==> config.mk <==
export PLATFORM = sky130hd
export DESIGN_NAME = trap_ret_seq
export DESIGN_NICKNAME = d
export VERILOG_FILES = /design/src/rtl/trap_ret_pkg.sv /design/src/rtl/trap_ret_check.sv /design/src/rtl/trap_ret_update.sv /design/src/rtl/trap_ret_seq.sv
export SDC_FILE = /design/constraint.sdc
export NUM_CORES = 1
export LEC_CHECK = 0
export BUFFER_PORTS_ARGS = -buffer_cell sky130_fd_sc_hd__buf_2
export CAP_MARGIN = 10
export CORE_AREA = 2 2 185 187
export CTS_BUF_LIST = sky130_fd_sc_hd__clkbuf_8
export CTS_CLUSTER_SIZE = 16
export DETAILED_ROUTE_END_ITERATION = 8
export DIE_AREA = 0 0 187 189
export GPL_ROUTABILITY_DRIVEN = 0
export GPL_TIMING_DRIVEN = 0
export MAX_ROUTING_LAYER = met4
export SLEW_MARGIN = 30
export SYNTH_ARGS = -nofsm -noshare
export SYNTH_HDL_FRONTEND = slang
export SYNTH_SLANG_ARGS = --single-unit
==> constraint.sdc <==
create_clock -name clk_i -period 2.3 [get_ports clk_i]
set_input_delay 0.115 -clock clk_i [delete_from_list [all_inputs] [get_ports clk_i]]
set_output_delay 0.115 -clock clk_i [all_outputs]
set_load 0.02 [all_outputs]
==> src/rtl/trap_ret_pkg.sv <==
package trap_ret_pkg;

  localparam logic [1:0] PRIV_U = 2'd0;
  localparam logic [1:0] PRIV_S = 2'd1;
  localparam logic [1:0] PRIV_M = 2'd3;

  localparam int unsigned CAUSE_W = 5;
  localparam logic [CAUSE_W-1:0] CAUSE_MISALIGN = 5'd0;
  localparam logic [CAUSE_W-1:0] CAUSE_ILLEGAL  = 5'd2;
  localparam logic [CAUSE_W-1:0] CAUSE_VIRT     = 5'd22;

  // machine status field positions
  localparam int unsigned MS_SIE    = 1;
  localparam int unsigned MS_MIE    = 3;
  localparam int unsigned MS_SPIE   = 5;
  localparam int unsigned MS_MPIE   = 7;
  localparam int unsigned MS_SPP    = 8;
  localparam int unsigned MS_MPP_LO = 11;
  localparam int unsigned MS_MPP_HI = 12;
  localparam int unsigned MS_TSR    = 22;
  localparam int unsigned MS_MPV    = 39;

  // hypervisor status field positions
  localparam int unsigned HS_SPV    = 7;
  localparam int unsigned HS_VTSR   = 22;

  typedef struct packed {
    logic               fault;
    logic [CAUSE_W-1:0] cause;
  } chk_res_t;

endpackage

==> src/rtl/trap_ret_check.sv <==
module trap_ret_check
  import trap_ret_pkg::*;
#(
  parameter bit          HAS_HYP = 1'b1,
  parameter bit          HAS_C   = 1'b0,
  parameter int unsigned PMP_W   = 7
) (
  input  logic             is_mret_i,
  input  logic [1:0]       priv_i,
  input  logic             virt_i,
  input  logic             tsr_i,
  input  logic             vtsr_i,
  input  logic [1:0]       mpp_i,
  input  logic [1:0]       tgt_lo_i,
  input  logic [PMP_W-1:0] pmp_rules_i,
  output chk_res_t         res_o
);

  logic misal;
  logic sret_priv_bad, mret_priv_bad;
  logic sret_tsr_bad, sret_vtsr_bad, mret_pmp_bad;

  generate
    if (HAS_C) begin : g_c
      logic unused_lo;
      assign unused_lo = ^tgt_lo_i;
      assign misal     = 1'b0;
    end else begin : g_noc
      assign misal = |tgt_lo_i;
    end
    if (HAS_HYP) begin : g_hyp
      assign sret_vtsr_bad = virt_i & vtsr_i;
    end else begin : g_nohyp
      logic unused_h;
      assign unused_h      = virt_i ^ vtsr_i;
      assign sret_vtsr_bad = 1'b0;
    end
  endgenerate

  assign sret_priv_bad = (priv_i == PRIV_U);
  assign mret_priv_bad = (priv_i != PRIV_M);
  assign sret_tsr_bad  = tsr_i & (priv_i != PRIV_M);
  assign mret_pmp_bad  = (pmp_rules_i == '0) & (mpp_i != PRIV_M);

  // priority: privilege, alignment, control bits
  always_comb begin
    res_o = '{fault: 1'b0, cause: CAUSE_MISALIGN};
    if (is_mret_i) begin
      if (mret_priv_bad)     res_o = '{fault: 1'b1, cause: CAUSE_ILLEGAL};
      else if (misal)        res_o = '{fault: 1'b1, cause: CAUSE_MISALIGN};
      else if (mret_pmp_bad) res_o = '{fault: 1'b1, cause: CAUSE_ILLEGAL};
    end else begin
      if (sret_priv_bad)      res_o = '{fault: 1'b1, cause: CAUSE_ILLEGAL};
      else if (misal)         res_o = '{fault: 1'b1, cause: CAUSE_MISALIGN};
      else if (sret_tsr_bad)  res_o = '{fault: 1'b1, cause: CAUSE_ILLEGAL};
      else if (sret_vtsr_bad) res_o = '{fault: 1'b1, cause: CAUSE_VIRT};
    end
  end

endmodule

==> src/rtl/trap_ret_update.sv <==
module trap_ret_update
  import trap_ret_pkg::*;
#(
  parameter int unsigned XLEN    = 64,
  parameter bit          HAS_HYP = 1'b1
) (
  input  logic            is_mret_i,
  input  logic            virt_i,
  input  logic [XLEN-1:0] mstat_i,
  input  logic [XLEN-1:0] hstat_i,
  output logic [XLEN-1:0] mstat_o,
  output logic [XLEN-1:0] hstat_o,
  output logic [1:0]      priv_o,
  output logic            virt_o,
  output logic            swap_o
);

  logic hyp_sret_path, hyp_mret_path;

  generate
    if (HAS_HYP) begin : g_hyp
      assign hyp_sret_path = ~virt_i;
      assign hyp_mret_path = 1'b1;
    end else begin : g_nohyp
      assign hyp_sret_path = 1'b0;
      assign hyp_mret_path = 1'b0;
    end
  endgenerate

  always_comb begin
    mstat_o = mstat_i;
    hstat_o = hstat_i;
    virt_o  = virt_i;
    swap_o  = 1'b0;
    if (is_mret_i) begin
      priv_o                       = mstat_i[MS_MPP_HI:MS_MPP_LO];
      mstat_o[MS_MIE]              = mstat_i[MS_MPIE];
      mstat_o[MS_MPIE]             = 1'b1;
      mstat_o[MS_MPP_HI:MS_MPP_LO] = PRIV_U;
      mstat_o[MS_MPV]              = 1'b0;
      if (hyp_mret_path) begin
        virt_o = mstat_i[MS_MPV];
        swap_o = mstat_i[MS_MPV];
      end
    end else begin
      priv_o           = {1'b0, mstat_i[MS_SPP]};
      mstat_o[MS_SIE]  = mstat_i[MS_SPIE];
      mstat_o[MS_SPIE] = 1'b1;
      mstat_o[MS_SPP]  = 1'b0;
      if (hyp_sret_path) begin
        virt_o          = hstat_i[HS_SPV];
        swap_o          = hstat_i[HS_SPV];
        hstat_o[HS_SPV] = 1'b0;
      end
    end
  end

endmodule

==> src/rtl/trap_ret_seq.sv <==
module trap_ret_seq
  import trap_ret_pkg::*;
#(
  parameter int unsigned XLEN    = 64,
  parameter bit          HAS_HYP = 1'b1,
  parameter bit          HAS_C   = 1'b0,
  parameter int unsigned PMP_W   = 7
) (
  input  logic             clk_i,
  input  logic             rst_ni,
  input  logic             req_valid_i,
  input  logic             req_is_mret_i,
  input  logic [1:0]       priv_i,
  input  logic             virt_i,
  input  logic [XLEN-1:0]  mstat_i,
  input  logic [XLEN-1:0]  hstat_i,
  input  logic [XLEN-1:0]  sepc_i,
  input  logic [XLEN-1:0]  mepc_i,
  input  logic [PMP_W-1:0] pmp_rules_i,
  output logic             done_o,
  output logic             exc_o,
  output logic [4:0]       cause_o,
  output logic [XLEN-1:0]  mstat_o,
  output logic [XLEN-1:0]  hstat_o,
  output logic [1:0]       priv_o,
  output logic             virt_o,
  output logic [XLEN-1:0]  ret_pc_o,
  output logic             swap_o
);

  logic [XLEN-1:0] tgt_pc;
  chk_res_t        chk;
  logic [XLEN-1:0] mstat_n, hstat_n;
  logic [1:0]      priv_n;
  logic            virt_n, swap_n;

  assign tgt_pc = req_is_mret_i ? mepc_i : sepc_i;

  trap_ret_check #(
    .HAS_HYP(HAS_HYP), .HAS_C(HAS_C), .PMP_W(PMP_W)
  ) u_check (
    .is_mret_i   (req_is_mret_i),
    .priv_i      (priv_i),
    .virt_i      (virt_i),
    .tsr_i       (mstat_i[MS_TSR]),
    .vtsr_i      (hstat_i[HS_VTSR]),
    .mpp_i       (mstat_i[MS_MPP_HI:MS_MPP_LO]),
    .tgt_lo_i    (tgt_pc[1:0]),
    .pmp_rules_i (pmp_rules_i),
    .res_o       (chk)
  );

  trap_ret_update #(
    .XLEN(XLEN), .HAS_HYP(HAS_HYP)
  ) u_update (
    .is_mret_i (req_is_mret_i),
    .virt_i    (virt_i),
    .mstat_i   (mstat_i),
    .hstat_i   (hstat_i),
    .mstat_o   (mstat_n),
    .hstat_o   (hstat_n),
    .priv_o    (priv_n),
    .virt_o    (virt_n),
    .swap_o    (swap_n)
  );

  always_ff @(posedge clk_i or negedge rst_ni) begin
    if (!rst_ni) begin
      done_o   <= 1'b0;
      exc_o    <= 1'b0;
      cause_o  <= '0;
      mstat_o  <= '0;
      hstat_o  <= '0;
      priv_o   <= PRIV_M;
      virt_o   <= 1'b0;
      ret_pc_o <= '0;
      swap_o   <= 1'b0;
    end else begin
      done_o <= req_valid_i;
      swap_o <= 1'b0;
      if (req_valid_i) begin
        exc_o   <= chk.fault;
        cause_o <= chk.fault ? chk.cause : '0;
        if (chk.fault) begin
          // nothing commits: echo the sampled state
          mstat_o  <= mstat_i;
          hstat_o  <= hstat_i;
          priv_o   <= priv_i;
          virt_o   <= virt_i;
          ret_pc_o <= '0;
        end else begin
          mstat_o  <= mstat_n;
          hstat_o  <= hstat_n;
          priv_o   <= priv_n;
          virt_o   <= virt_n;
          ret_pc_o <= tgt_pc;
          swap_o   <= swap_n;
        end
      end else begin
        exc_o   <= 1'b0;
        cause_o <= '0;
      end
    end
  end

endmodule

=== Word-level counts from Yosys, hierarchy flattened ===
Cells that the tools add are included.

* Output and inout bits: 203
* Register bits: 203
* Bits of input ports: 270

* Eq/ne operators: 2
* Reductions and logical operators: 3
* Mux-type cells: 33
* Bitwise gates (word level): 3

{| class="wikitable"
|+ Operator list
! kind !! number
|-
| $mux W64 || 2
|-
| $mux W6 || 8
|-
| $mux W40 || 1
|-
| $mux W1 || 16
|-
| $mux W5 || 2
|-
| $mux W8 || 1
|-
| $logic_not A7 Y1 || 1
|-
| $mux W2 || 3
|-
| $ne A2 B2 Y1 const B || 2
|-
| $and A1 B1 Y1 || 3
|-
| $logic_not A2 Y1 || 1
|-
| $reduce_or A2 Y1 || 1
|}

=== Depth between registers and ports, before layout ===
* Word-level depth: 8
* Depth in mapped cells: 6
* Mapped depth without buffers: 4

=== Modules after synthesis ===
From an unflattened synthesis, not the netlist that was laid out.

* Cell total of the unflattened synthesis: 955
* Area total of the unflattened synthesis: 10501.3 um^2

{| class="wikitable"
|+ Modules (own cells, without submodules)
! module !! seq. area each (um^2) !! instances !! cells an instance !! area an instance (um^2)
|-
| trap_ret_seq || 5082.4 || 1 || 800 || 9356.5
|-
| trap_ret_update || 0.0 || 1 || 136 || 1021.0
|-
| trap_ret_check || 0.0 || 1 || 19 || 123.9
|}

=== Worst setup path after synthesis ===
Ideal clock, no wire load.

* Kind: input port to flip-flop
* From: input port mstat_i[22]
* To: register ret_pc_o[3]
* Path slack: 0.852 ns
* Required time: 2.225 ns
* Buffers on the path: 2
* Arrival time: 1.373 ns
* Stages: 6
* Cell sequence: o21bai_1 > and2_1 > or4_1 > buf_4 > buf_6 > o2bb2ai_2

* Cells in the longest elaborated chain, start to end: 6

{| class="wikitable"
|+ Ends and longest elaborated chain
! what !! line !! RTL
|-
| from (decl) || trap_ret_seq.sv:15 || <nowiki>input logic [XLEN-1:0] mstat_i,</nowiki>
|-
| $and A1 B1 Y1 || trap_ret_check.sv:42 || <nowiki>assign sret_tsr_bad = tsr_i & (priv_i != PRIV_M);</nowiki>
|-
| $mux W6 || trap_ret_check.sv:55 || <nowiki>else if (sret_tsr_bad) res_o = '{fault: 1'b1, cause: CAUSE_ILLEGAL};</nowiki>
|-
| $mux W6 || trap_ret_check.sv:54 || <nowiki>else if (misal) res_o = '{fault: 1'b1, cause: CAUSE_MISALIGN};</nowiki>
|-
| $mux W6 || trap_ret_check.sv:53 || <nowiki>if (sret_priv_bad) res_o = '{fault: 1'b1, cause: CAUSE_ILLEGAL};</nowiki>
|-
| $mux W6 || trap_ret_check.sv:48 || <nowiki>if (is_mret_i) begin</nowiki>
|-
| $mux W64 || trap_ret_seq.sv:84 || <nowiki>if (chk.fault) begin</nowiki>
|-
| to (signal assigned) || trap_ret_seq.sv:96 || <nowiki>ret_pc_o <= tgt_pc;</nowiki>
|-
| to (decl) || trap_ret_seq.sv:27 || <nowiki>output logic [XLEN-1:0] ret_pc_o,</nowiki>
|}

Every way passes these cells.
A chain may end at the register's enable or synchronous reset.

==> parameters.txt <==
Parameter                              Value

Run status
  Result of the run    completed

Detailed routing
  Violation count after the first detailed-route iteration    around 280
  DRC violation count after routing    0
  Total wire length    around 32000 um
  Pre-Repair DR Iteration Count    6
  Detail Route Antenna Nets    0
  Vias post-DR    a little over 8000
  Post-DR vias/cell    between 4 and 5
  Average detailed-routed wire length per instance    about 18 um

Pwr
  Clk network pwr share    28.6%
  Seq pwr share    47.3%
  Power density of the placed cells    roughly 580 nW/um2
  Static power due to leakage    about 6.9 nW
  Combinational power share    between 20% and 30%
  Net Sw Frac    30.6%
  Int Pwr    5.77 mW
  VDD IR max    around 0.42 mV
  Sw power    between 2 and 3 mW

Worst setup path
  Largest fanout on the critical path    10
  Worst Path Required    approximately 2.7 ns
  Type of element launching the critical path    input pin
  CP arrival    between 2 and 2.5 ns
  Setup crit end kind    flop
  Worst setup path category    input pin to flop

Cells and area
  Fraction of final layout cells with drive strength greater than 1    approximately 52%
  End-of-flow core utilization    around 43%
  Final design area excluding fillers    approximately 14000 um2
  Layout net count    around 1600
  Non-filler cells in the finished layout    roughly 1800
  Layout area overhead    67.3%

Clock network
  TritonCTS clock tree    done
  Clock slew at the register clock pins of the worst setup and hold paths    0.11 ns
  Clock sink total    200
  Worst skew pair latency    a little under 0.5 ns
  Post_cts resized    0
  Number of buffers added by the clock tree synthesis step    17
  Number of levels the H-tree was split into    4
  Clock root buffer master    sky130_fd_sc_hd__clkbuf_8
  Clock buffer depth    2

Floorplan
  Die height    189 um
  Starting density of the core    around a quarter
  Total core area    ~33000 um2
  Total Die Area    35300 um2
  Row count    67
  Ports    roughly 470
  Horizontal extent of the die    ~190 um

STA
  Worst Clk Skew    0 ns
  Slew Limit Headroom    between 50 and 60%
  Actual slew at the worst max-slew pin    roughly 0.73 ns
  FMAX    between 400 and 500 MHz
  Count of endpoints failing hold in the final timing report    0
  Pins over their slew limit    0
  Fin crit share    about nine tenths
  Setup repair after global routing missed its margin    false
  Setup-violating endpoint count in the final report    0
  Period minus WS final    between 2 and 2.5 ns

Synth
  Synthesized cell area    between 8000 and 9000 um2
  Warnings from Yosys    0
  Per-instance average area after synthesis    approximately 14 um2
  Fraction of registers with async set or reset after synthesis    100%
  Number of flip-flops and latches in the synthesized netlist    200
  EDFF count, synth    0
  Post-synthesis instance total    between 600 and 700
  Cell variety after synth    39
  Share of the yosys chip area belonging to registers    58.0%
  Primary FF master, synth    sky130_fd_sc_hd__dfrtp_1

Run
  # Max-Cap Violations    0

Placement
  Placed Instances    about 1600
  Count of port buffers added during placement    between 400 and 500
  Post-detailed-placement half-perimeter wirelength    between 20000 and 25000 um
  Standard cell area after detailed placement    around 12000 um2

GRT
  Largest net degree at the start of global routing    85
  Antenna violations before repair    2
  Via count of the first global-routing pass    about 9100
  Tot GR Track Use    18.9%
  First-pass GRT wire length    ~50000 um
  GRT Residual Overflow    0

Hold path
  Hold crit path type    input pin to flop
per-stage QoR:
| step | setup WS, ns | hold WS [ns] | power, mW | TNS (ns) |
|---|---|---|---|---|
| 6_report | 0.254 | 0.0608 | 8.31 | 0 |
| 2_1_floorplan | 0.852 | -0.181 | 4.85 | 0 |
| 3_5_place_dp | -0.219 | 0.0544 | 5.64 | -6.85 |
| 4_1_cts | 0.207 | 0.000775 | 8.43 | 0 |
| 5_1_grt | 0.0904 | 0.0269 | 8.74 | 0 |
| 3_3_place_gp | -2.37 | 0.281 | 5.60 | -473.14 |
final cells by class:
type / count / area [um2]
fill: 3074 / 18800
clock inverter: 14 / 164
clock buffer: 17 / 234
buffer: 48 / 250
antenna: 3 / 7.51
sequential: 200 / 5010
inverter: 4 / 15.0
tap: 448 / 561
timing repair buffer: 714 / 4840
multi-input combinational: 384 / 3370
kinds of logic (layout without fill, tap and decap cells):
group / after synthesis / count (layout) / synth area share [%]
AO/OA/AOI/OAI: 89 / 89 / 9.24
buffers and inverters: 52 / 797 / 3.07
flip-flops: 200 / 200 / 58.0
multiplexers: 184 / 184 / 24.0
other: 1 / 5 / 0.0434
AND/OR/NAND/NOR: 109 / 109 / 5.69
final timing paths:
path | startpoint | endpoint | slack [ns] | depth (start not counted)
worst max-delay path | req_valid_i | hstat_o[7] | 0.25 | 7
worst min register to register | ret_pc_o[45] | ret_pc_o[45] | 0.49 | 1
max in group asynchronous | rst_ni | priv_o[1] | 1.39 | 3
min in group asynchronous | rst_ni | hstat_o[49] | 0.12 | 2
worst min-delay path | mepc_i[24] | ret_pc_o[24] | 0.06 | 4
worst max register to register | hstat_o[7] | hstat_o[7] | 1.10 | 2
cell usage after synthesis, types with 4 or more instances:
master,n,area (um2)
sky130_fd_sc_hd__nand2_1,75,282
sky130_fd_sc_hd__inv_1,4,15.0
sky130_fd_sc_hd__clkbuf_1,30,113
sky130_fd_sc_hd__a21oi_1,7,35.0
sky130_fd_sc_hd__and3_1,4,25.0
sky130_fd_sc_hd__dfrtp_1,198,4950
sky130_fd_sc_hd__o2bb2ai_1,56,490
sky130_fd_sc_hd__o2bb2ai_2,10,150
sky130_fd_sc_hd__buf_2,8,40.0
sky130_fd_sc_hd__buf_4,4,30.0
sky130_fd_sc_hd__buf_6,6,67.6
sky130_fd_sc_hd__mux2_2,182,2050
sky130_fd_sc_hd__nor2_1,7,26.3
sky130_fd_sc_hd__a211oi_1,4,30.0
power groups by stage:
stage          Sequential [mW]  Combinational, mW  Clock, mW
2_1_floorplan             4.32              0.532          0
3_3_place_gp              3.98               1.62          0
3_5_place_dp              3.99               1.65          0
4_1_cts                   3.92               2.01       2.50
5_1_grt                   3.96               2.15       2.62
6_report                  3.93               2.00       2.37
layout by cell type (no fill, tap or decap), drive strengths merged, types with 2 or more instances in the layout:
| cell type | instances |
|---|---|
| nor4 | 3 |
| nand3 | 3 |
| o211ai | 2 |
| nor2 | 7 |
| nand4 | 2 |
| inv | 10 |
| bufinv | 2 |
| conb | 2 |
| dfstp | 2 |
| a21oi | 7 |
| o21bai | 2 |
| a211oi | 4 |
| diode | 3 |
| clkinv | 2 |
| clkinvlp | 4 |
| dlygate4sd3 | 242 |
| nor4b | 2 |
| and2 | 3 |
| mux2i | 2 |
| and3 | 4 |
| buf | 490 |
| nor3 | 3 |
| nor2b | 2 |
| nor3b | 2 |
| clkbuf | 47 |
| dfrtp | 198 |
| mux2 | 182 |
| nand2 | 75 |
| o2bb2ai | 66 |
registers in the layout, summed over array words and instances, names as in the netlist:
name,count
cause_o,2
mstat_o,64
priv_o,2
hstat_o,64
virt_o,1
swap_o,1
done_o,1
ret_pc_o,64
exc_o,1
per-layer routing:
metal	wire length [um]	track usage, %
met5	0	-
met4	986	8.06
met3	1950	4.50
met2	16500	33.0
met1	12800	20.5
critical path, stage by stage:
cell and delay (ns):
sky130_fd_sc_hd__buf_2 0.10, sky130_fd_sc_hd__clkbuf_1 0.39, sky130_fd_sc_hd__clkbuf_1 0.59, sky130_fd_sc_hd__clkbuf_1 0.49, sky130_fd_sc_hd__nand2_1 0.10, sky130_fd_sc_hd__o2bb2ai_1 0.13
sky130_fd_sc_hd__dlygate4sd3_1 0.56
repair_timing:
action,in CTS,in global routing
buffers inserted,0,0
hold buffers,242,0
hold endpoints to repair,389,0
Note: power is estimated with default switching activity, not from simulation.
